`src/rtl/adc_cal_pkg.sv`:
```
package adc_cal_pkg;
  localparam int unsigned COEF_W = 14;

  typedef enum logic {
    SEL_OFFSET = 1'b0,
    SEL_GAIN   = 1'b1
  } coef_sel_e;
endpackage

```
`src/rtl/adc_cal_coef_regs.sv`:
```
module adc_cal_coef_regs
  import adc_cal_pkg::*;
#(
  parameter int CW = COEF_W
) (
  input  logic          clk,
  input  logic          rst_n,
  input  logic          wr_en,
  input  logic          addr,
  input  logic [CW-1:0] wdata,
  output logic [CW-1:0] rdata,
  output logic [CW-1:0] ofs_q,
  output logic [CW-1:0] gain_q
);
  // mid-scale code: the "no correction" value
  localparam logic [CW-1:0] MID = {1'b1, {(CW-1){1'b0}}};

  coef_sel_e sel;
  assign sel = coef_sel_e'(addr);

  always_ff @(posedge clk) begin
    if (!rst_n) begin
      ofs_q  <= MID;
      gain_q <= MID;
    end else if (wr_en) begin
      if (sel == SEL_OFFSET) ofs_q  <= wdata;
      else                   gain_q <= wdata;
    end
  end

  assign rdata = (sel == SEL_GAIN) ? gain_q : ofs_q;

  // registers only move on a write strobe
  p_hold_no_write_r2: assert property (@(posedge clk) disable iff (!rst_n)
    !wr_en |=> $stable(ofs_q) && $stable(gain_q));
endmodule

```
`src/rtl/adc_cal_offset_stage.sv`:
```
module adc_cal_offset_stage #(
  parameter int SW        = 16,
  parameter int CW        = 14,
  parameter int SIGNED_IN = 1,
  localparam int S1W      = SW + 4
) (
  input  logic                  clk,
  input  logic                  rst_n,
  input  logic                  en,
  input  logic                  in_valid,
  input  logic [SW-1:0]         raw,
  input  logic [CW-1:0]         ofs,
  input  logic [CW-1:0]         gain,
  output logic                  v1,
  output logic signed [S1W-1:0] s1,
  output logic signed [CW-1:0]  gdelta
);
  logic signed [SW:0]      x_ext;
  logic signed [CW-1:0]    odelta;
  logic signed [S1W-1:0]   x_q;
  logic signed [S1W-1:0]   o_q;
  logic signed [S1W-1:0]   sum;

  generate
    if (SIGNED_IN != 0) begin : g_signed
      assign x_ext = {raw[SW-1], raw};
    end else begin : g_unsigned
      assign x_ext = {1'b0, raw};
    end
  endgenerate

  // flipping the top bit removes the mid-scale bias
  assign odelta = {~ofs[CW-1], ofs[CW-2:0]};
  assign x_q    = {x_ext[SW], x_ext, 2'b00};
  assign o_q    = {{(S1W-CW){odelta[CW-1]}}, odelta};
  assign sum    = x_q + o_q;

  always_ff @(posedge clk) begin
    if (!rst_n) begin
      v1     <= 1'b0;
      s1     <= '0;
      gdelta <= '0;
    end else if (en) begin
      v1 <= in_valid;
      if (in_valid) begin
        s1     <= sum;
        gdelta <= {~gain[CW-1], gain[CW-2:0]};
      end
    end
  end

  // stage valid follows the accepted input
  p_stage1_valid_r7: assert property (@(posedge clk) disable iff (!rst_n)
    en |=> v1 == $past(in_valid));
  // stalled stage keeps its contents
  p_stage1_hold_r8: assert property (@(posedge clk) disable iff (!rst_n)
    !en |=> $stable(v1) && $stable(s1) && $stable(gdelta));
endmodule

```
`src/rtl/adc_cal_gain_stage.sv`:
```
module adc_cal_gain_stage #(
  parameter int SW        = 16,
  parameter int CW        = 14,
  parameter int SIGNED_IN = 1,
  localparam int S1W      = SW + 4
) (
  input  logic                  clk,
  input  logic                  rst_n,
  input  logic                  en,
  input  logic                  v1,
  input  logic signed [S1W-1:0] s1,
  input  logic signed [CW-1:0]  gdelta,
  output logic                  v2,
  output logic [SW-1:0]         y
);
  localparam int GW = SW + 4;
  localparam int PW = S1W + GW;
  localparam int SH = SW + 4;

  localparam logic signed [GW-1:0] UNITY = {2'b01, {(SW+2){1'b0}}};
  localparam logic signed [PW-1:0] HALF  = {{(PW-SW-4){1'b0}}, 1'b1, {(SW+3){1'b0}}};
  localparam logic signed [PW-1:0] S_MAX = {{(PW-SW+1){1'b0}}, {(SW-1){1'b1}}};
  localparam logic signed [PW-1:0] S_MIN = {{(PW-SW+1){1'b1}}, {(SW-1){1'b0}}};
  localparam logic signed [PW-1:0] U_MAX = {{(PW-SW){1'b0}}, {SW{1'b1}}};
  localparam logic signed [PW-1:0] U_MIN = '0;
  localparam logic signed [PW-1:0] MAXV  = (SIGNED_IN != 0) ? S_MAX : U_MAX;
  localparam logic signed [PW-1:0] MINV  = (SIGNED_IN != 0) ? S_MIN : U_MIN;

  logic signed [GW-1:0] g_full;
  logic signed [PW-1:0] s1_x;
  logic signed [PW-1:0] g_x;
  logic signed [PW-1:0] prod;
  logic signed [PW-1:0] rounded;
  logic signed [PW-1:0] scaled;
  logic [SW-1:0]        y_n;

  assign g_full  = UNITY + {{(GW-CW){gdelta[CW-1]}}, gdelta};
  assign s1_x    = {{GW{s1[S1W-1]}}, s1};
  assign g_x     = {{S1W{g_full[GW-1]}}, g_full};
  assign prod    = s1_x * g_x;
  assign rounded = prod + HALF;
  assign scaled  = rounded >>> SH;

  always_comb begin
    if (scaled > MAXV)      y_n = MAXV[SW-1:0];
    else if (scaled < MINV) y_n = MINV[SW-1:0];
    else                    y_n = scaled[SW-1:0];
  end

  always_ff @(posedge clk) begin
    if (!rst_n) begin
      v2 <= 1'b0;
      y  <= '0;
    end else if (en) begin
      v2 <= v1;
      if (v1) y <= y_n;
    end
  end

  // output valid follows stage-one valid
  p_stage2_valid_r7: assert property (@(posedge clk) disable iff (!rst_n)
    en |=> v2 == $past(v1));
endmodule

```
`src/rtl/adc_cal_corr.sv`:
```
module adc_cal_corr
  import adc_cal_pkg::*;
#(
  parameter int SW        = 16,
  parameter int CW        = COEF_W,
  parameter int SIGNED_IN = 1
) (
  input  logic          clk,
  input  logic          rst_n,
  input  logic          in_valid,
  output logic          in_ready,
  input  logic [SW-1:0] in_sample,
  output logic          out_valid,
  input  logic          out_ready,
  output logic [SW-1:0] out_sample,
  input  logic          reg_wr,
  input  logic          reg_addr,
  input  logic [CW-1:0] reg_wdata,
  output logic [CW-1:0] reg_rdata
);
  localparam int S1W = SW + 4;

  logic                  adv;
  logic [CW-1:0]         ofs_q;
  logic [CW-1:0]         gain_q;
  logic                  v1;
  logic signed [S1W-1:0] s1;
  logic signed [CW-1:0]  gdelta;

  assign adv      = !out_valid || out_ready;
  assign in_ready = adv;

  adc_cal_coef_regs #(.CW(CW)) u_regs (
    .clk   (clk),
    .rst_n (rst_n),
    .wr_en (reg_wr),
    .addr  (reg_addr),
    .wdata (reg_wdata),
    .rdata (reg_rdata),
    .ofs_q (ofs_q),
    .gain_q(gain_q)
  );

  adc_cal_offset_stage #(.SW(SW), .CW(CW), .SIGNED_IN(SIGNED_IN)) u_ofs (
    .clk     (clk),
    .rst_n   (rst_n),
    .en      (adv),
    .in_valid(in_valid),
    .raw     (in_sample),
    .ofs     (ofs_q),
    .gain    (gain_q),
    .v1      (v1),
    .s1      (s1),
    .gdelta  (gdelta)
  );

  adc_cal_gain_stage #(.SW(SW), .CW(CW), .SIGNED_IN(SIGNED_IN)) u_gain (
    .clk   (clk),
    .rst_n (rst_n),
    .en    (adv),
    .v1    (v1),
    .s1    (s1),
    .gdelta(gdelta),
    .v2    (out_valid),
    .y     (out_sample)
  );

  // a refused output word stays put
  p_out_hold_r8: assert property (@(posedge clk) disable iff (!rst_n)
    out_valid && !out_ready |=> out_valid && $stable(out_sample));
  // no input taken while the output is blocked
  p_in_block_r8: assert property (@(posedge clk) disable iff (!rst_n)
    out_valid && !out_ready |=> $stable(v1));
endmodule

```
`config.mk`:
```
export PLATFORM = sky130hd
export DESIGN_NAME = adc_cal_corr
export DESIGN_NICKNAME = d
export VERILOG_FILES = /design/src/rtl/adc_cal_pkg.sv /design/src/rtl/adc_cal_coef_regs.sv /design/src/rtl/adc_cal_offset_stage.sv /design/src/rtl/adc_cal_gain_stage.sv /design/src/rtl/adc_cal_corr.sv
export SDC_FILE = /design/constraint.sdc
export NUM_CORES = 1
export LEC_CHECK = 0
export BUFFER_PORTS_ARGS = -buffer_cell sky130_fd_sc_hd__buf_2
export CORE_MARGIN = 4
export CORE_UTILIZATION = 55
export DETAILED_ROUTE_END_ITERATION = 8
export GPL_ROUTABILITY_DRIVEN = 0
export PLACE_DENSITY = 0.72
export SYNTH_ARGS = -nofsm -noshare
export SYNTH_HDL_FRONTEND = slang
export SYNTH_SLANG_ARGS = --single-unit
```
`constraint.sdc`:
```
create_clock -name clk -period 10.9 [get_ports clk]
set_input_delay 1.635 -clock clk [delete_from_list [all_inputs] [get_ports clk]]
set_output_delay 1.635 -clock clk [all_outputs]
set_load 0.03 [all_outputs]
```
==> metrics.txt, run 1 <==
Reg-to-Reg Start=u_ofs.gdelta[5]; Mapped Cells=1801; r2r worst-path depth=24; Avg Synthesized Cell Area=8.90 µm²; CTS Buf Count=9; # setup viols final=0; initial core utilization=55.8%; TNS Setup=0 ns; drc violations=0; crit share post-route=82.0%; pin count of the biggest net entering global routing=70; IO Port Bufs=67; syn nets=2286; share of cells above drive strength 1=7.09%; DR iter-0 viols=597; Pleak=8.68 nW; Pwr Density=78.8 mW/mm²; Req. time, crit path=11.14 ns; post-route cell area=0.0168 mm²; Worst setup EP type=flop; global-route wire length before repair=61.6 mm; post-CTS sizing=0; Clock Latency Late Sink=0.36 ns; Die Area=0.0319 mm²; RSZ-0062 raised after global routing=no; TritonCTS Sinks=79; routed len/inst=16.8 µm; hpwl dp=29.3 mm; Fmax achieved=112 MHz; Die X=179 µm; Clock Path Buffers=2; sequential share of the synthesized area=9.87%; Setup WS post-layout=1.97 ns; H-tree depth=3; Die Ht=179 µm; Yosys reg bits=79; Final Skew=0.0124 ns; gr usage total=24.1%; CP Launch Point=u_ofs.gdelta[5]; Via density=5.54; crit path max fanout=20; worst flop-to-flop path endpoint=u_gain.y[4]; CP Class=flop to flop; routed wire length=36.7 mm; # Max-Cap Violations=0; YS warnings=0; initial antenna violation count=0; Post-synth EDFFs=0; outcome=complete, no violations; CP endpoint=u_gain.y[4]; diodes inserted=0; row count=62; total gr overflow=0; hold buffers post-CTS=0; Slew HR=18.8%; Hold WC Path Type=flop to flop; Ports=68; DP Area=0.0165 mm²; clk root buf=clkbuf_16; Final Max Slew Viols=0; CTS tree=done; measured slew at the worst slew-check pin=1.22 ns; Peak VDD IR=0.0000612 V; core area=0.0287 mm²; Net count, final=2285; main flop type after synthesis=dfxtp_1; pre-CTS setup slack=2.14 ns; area of the mapped netlist=0.0160 mm²; iteration count of the initial detailed-routing pass=5; reg2reg setup slack=1.97 ns; Area Overhead vs Synth=5.01%; Post-CTS Setup Bufs=0; DR vias=12100; Hold Fails Final Rpt=0; WP data arrival=9.17 ns; Final min period=8.93 ns; vias in the first global route=12700; Worst-path clk slew=0.06 ns; ANT nets after route=0; Post-synth ARST share=0%; synth unique cells=80; CP startpoint kind=flop
-- registers in the layout, indices dropped and copies added (netlist names) --
register,cells
u_ofs.v1,1
u_regs.ofs_q,14
u_regs.gain_q,14
u_ofs.s1,19
u_ofs.gdelta,14
u_gain.y,16
u_gain.v2,1
-- cells in the mapped netlist, types with 14 or more instances --
cell type | n | share of area, %
a21boi_0 | 53 | 2.5
dfxtp_1 | 79 | 9.9
nand3_1 | 14 | 0.44
a21oi_1 | 35 | 1.1
o21ai_0 | 36 | 1.1
clkbuf_1 | 73 | 1.7
inv_1 | 328 | 7.7
nor2b_1 | 33 | 1.3
nand2_1 | 264 | 6.2
a221o_1 | 15 | 0.94
nand2b_1 | 15 | 0.59
xnor2_1 | 25 | 1.4
ha_1 | 175 | 14
and2_1 | 153 | 6.0
fa_1 | 274 | 34
mux2_2 | 14 | 0.98
nor2_1 | 28 | 0.66
-- worst min-delay path by stage --
stage	start	endpoint	slack, ns	cells past startpoint
floorplan	u_regs.gain_q[0]	u_ofs.gdelta[0]	0.45	2
global placement	u_ofs.gdelta[10]	u_ofs.gdelta[10]	0.46	2
detailed placement	u_ofs.gdelta[10]	u_ofs.gdelta[10]	0.46	2
CTS	u_ofs.gdelta[10]	u_ofs.gdelta[10]	0.47	2
global route	u_gain.y[10]	u_gain.y[10]	0.50	1
finish	u_ofs.gdelta[10]	u_ofs.gdelta[10]	0.47	2
-- layer usage --
layer	track usage [%]	wire length, µm	up-vias
met5	0	0	-
met4	9.85	1380	0
met2	41.7	18500	324
li1	-	-	5661
met3	2.57	1840	84
met1	30.9	15000	6054
-- layout by cell type, fill, tap and decap left out, types with 25 or more instances in the layout --
| cell | n |
|---|---|
| xnor2_1 | 25 |
| inv_1 | 328 |
| fa_1 | 274 |
| and2_1 | 153 |
| buf_2 | 67 |
| nand2_1 | 264 |
| ha_1 | 175 |
| a21oi_1 | 35 |
| nor2_1 | 28 |
| a21boi_0 | 53 |
| o21ai_0 | 36 |
| nor2b_1 | 33 |
| dfxtp_1 | 79 |
-- metrics by stage --
step / total power, mW / util, % / cells / hold slack (ns)
CTS: 1.34 / 58.6 / 2189 / 0.470
floorplan: 0.875 / - / 1801 / 0.451
detailed placement: 1.03 / 57.6 / 2173 / 0.461
global route: 1.44 / 58.6 / 2189 / 0.500
global placement: 1.02 / 57.6 / 2173 / 0.456
finish: 1.33 / 58.6 / 2189 / 0.466
-- power breakdown --
| group | switching [mW] | total (mW) | internal [mW] |
|---|---|---|---|
| registers | 0.0472 | 0.358 | 0.311 |
| logic | 0.397 | 0.666 | 0.269 |
| clock network | 0.139 | 0.303 | 0.163 |
| total | 0.583 | 1.33 | 0.743 |
-- logic make-up after synthesis --
logic type / count (synthesis) / share of synthesized area [%]
AO/OA/AOI/OAI: 227 / 10.5
flip-flops: 79 / 9.87
other: 1 / 0.0234
AND/OR/NAND/NOR: 574 / 18.2
adder cells (fa/ha/maj): 449 / 47.9
XOR/XNOR: 41 / 2.45
buffers and inverters: 414 / 9.90
multiplexers: 16 / 1.11
-- area by class of cell --
type / instances / area (µm²)
clock inverters: 6 / 51.3
fillers: 2575 / 11900
repair buffers: 74 / 388
inverters: 328 / 1230
clock buffers: 10 / 239
well taps: 384 / 480
multi-input cells: 1308 / 12900
flip-flops and latches: 79 / 1580
-- worst max-delay path, stage by stage, from the launching register on --
cell       delay (ns)
dfxtp_1          0.92
nand2_1          0.18
fa_1             0.57
inv_1            0.05
fa_1             0.51
inv_1            0.06
fa_1             0.48
inv_1            0.06
fa_1             0.55
fa_1             0.47
fa_1             0.54
fa_1             0.42
ha_1             0.43
nand4_1          0.25
nor3_1           0.18
o21ai_0          0.11
o21ai_1          0.42
xnor2_1          0.22
a2111oi_4        0.53
and4bb_1         0.35
nor4b_1          0.37
xnor2_1          0.20
nor2_1           0.06
o31a_1           0.45
a221o_1          0.40
(Power assumes the default switching activity.)
==> inputs of run 2 (changes only) <==
--- a/config.mk
+++ b/config.mk
@@ -10,7 +10,7 @@
 export CORE_UTILIZATION = 55
 export DETAILED_ROUTE_END_ITERATION = 8
 export GPL_ROUTABILITY_DRIVEN = 0
-export PLACE_DENSITY = 0.72
+export PLACE_DENSITY = 0.75
 export SYNTH_ARGS = -nofsm -noshare
 export SYNTH_HDL_FRONTEND = slang
 export SYNTH_SLANG_ARGS = --single-unit
==> constraint.sdc (replaced) <==
create_clock -name clk -period 7.67 [get_ports clk]
set_input_delay 1.1505 -clock clk [delete_from_list [all_inputs] [get_ports clk]]
set_output_delay 1.1505 -clock clk [all_outputs]
set_load 0.03 [all_outputs]
==> metrics.txt, run 2 (synthesized netlist as in run 1, its figures left out) <==
outcome=finished, violations left; violated checks=setup timing; diodes inserted=0; Die X=179 µm; Slowest cell on crit path=or4_4; Tot Pwr=2.21 mW; Clock Latency Late Sink=0.36 ns; Final min period=7.71 ns; hold buffers post-CTS=0; Hold Fails Final Rpt=0; core area=0.0287 mm²; Die Area=0.0319 mm²; hpwl dp=32.9 mm; WP data arrival=7.96 ns; initial core utilization=55.8%; Via density=5.52; Worst path most repeated cell=fa_1; DP Area=0.0180 mm²; pin count of the biggest net entering global routing=70; Final Skew=0.0123 ns; DR vias=13200; vias in the first global route=14000; ANT nets after route=0; max incr delay on CP=0.60 ns; CP startpoint kind=flop; Die Ht=179 µm; reg2reg setup slack=-0.04 ns; Worst-path clk slew=0.07 ns; final hold slack=0.482 ns; routed wire length=41.2 mm; Slew HR=19.7%; RSZ-0062 raised after global routing=yes; CP Class=flop to flop; Area Overhead vs Synth=19.7%; Pleak=9.79 nW; Largest Register=u_ofs.s1; # placed instances=2355; routed len/inst=17.2 µm; pre-CTS setup slack=-0.470 ns; TNS Setup=-0.445 ns; Net count, final=2492; final core occ=66.8%; total gr overflow=0; Peak VDD IR=0.000142 V; Worst setup EP type=flop; DR iter-0 viols=808; Largest regs=u_ofs.s1 x19, u_gain.y x16; # setup viols final=15; crit share post-route=101%; gr usage total=26.1%; # Max-Cap Violations=0; non-filler instance count after layout=2396; post-route cell area=0.0192 mm²; initial antenna violation count=0; IO Port Bufs=67; share of cells above drive strength 1=22.8%; commonest non-fill, non-tap cell in the layout=inv_1; Fmax achieved=130 MHz; row count=62; Req. time, crit path=7.92 ns; global-route wire length before repair=67.2 mm; H-tree depth=3; clk root buf=clkbuf_16; max reg flops=19; Hold WC Path Type=flop to flop; drc violations=0; iteration count of the initial detailed-routing pass=7; measured slew at the worst slew-check pin=1.20 ns; TritonCTS Sinks=79; Pwr Density=115 mW/mm²; CTS tree=done; Final Max Slew Viols=0; Clock Path Buffers=2; Setup WS post-layout=-0.0448 ns; crit path max fanout=15; CTS Buf Count=9; Ports=68; commonest non-fill, non-tap cells in the layout=inv_1 (324), fa_1 (260), nand2_1 (259)
## run 2: cell types whose count changed in the layout (fill, tap and decap cells not counted), sizes merged
cell	before	now
buf	74	281
clkinv	3	2
clkinvlp	1	2
## run 2: critical path, delay by kind of cell, from the launching register on
kind,cells,cell delay (ns)
compound gates,6,1.06
buf+inv,7,0.93
simple gates,5,1.29
fa+ha+maj,8,3.85
flops,1,0.46
## run 2: where the power goes
group | leakage (nW) | switching (mW) | internal, mW | total [mW]
Sequential | 0.663 | 0.0409 | 0.441 | 0.482
Clock | 0.137 | 0.203 | 0.233 | 0.435
Combinational | 8.99 | 0.699 | 0.589 | 1.29
Total | 9.79 | 0.943 | 1.26 | 2.21
## run 2: path summary, 6_finish.rpt
kind / to / start / cells after the start
worst min-delay path: u_ofs.gdelta[1] / u_regs.gain_q[1] / 2
worst min register to register: u_ofs.gdelta[1] / u_regs.gain_q[1] / 2
worst max-delay path: u_gain.y[13] / u_ofs.s1[10] / 26
worst max register to register: u_gain.y[13] / u_ofs.s1[10] / 26
## run 2: final cells by class
class / count / area, µm²
clock buffer: 10 / 239
sequential: 79 / 1660
multi-input combinational: 1308 / 13500
timing repair buffer: 281 / 2040
clock inverter: 6 / 52.6
inverter: 328 / 1230
fill: 2217 / 9530
tap: 384 / 480
## run 2: timing repair
action                                  in CTS  in global routing
gates cloned                                 0                  0
endpoints found under the setup margin      16                 16
gates resized for setup                     75                 90
setup buffers                               10                 16
pin swaps                                   29                 58
## run 2: metal layers
metal	vias to the layer above	part of all wire, %	track usage, %
met5	-	0	0
met4	0	3.4	8.73
met3	100	5.4	4.05
met2	413	51	45.4
met1	6622	40	33.3
li1	6080	-	-
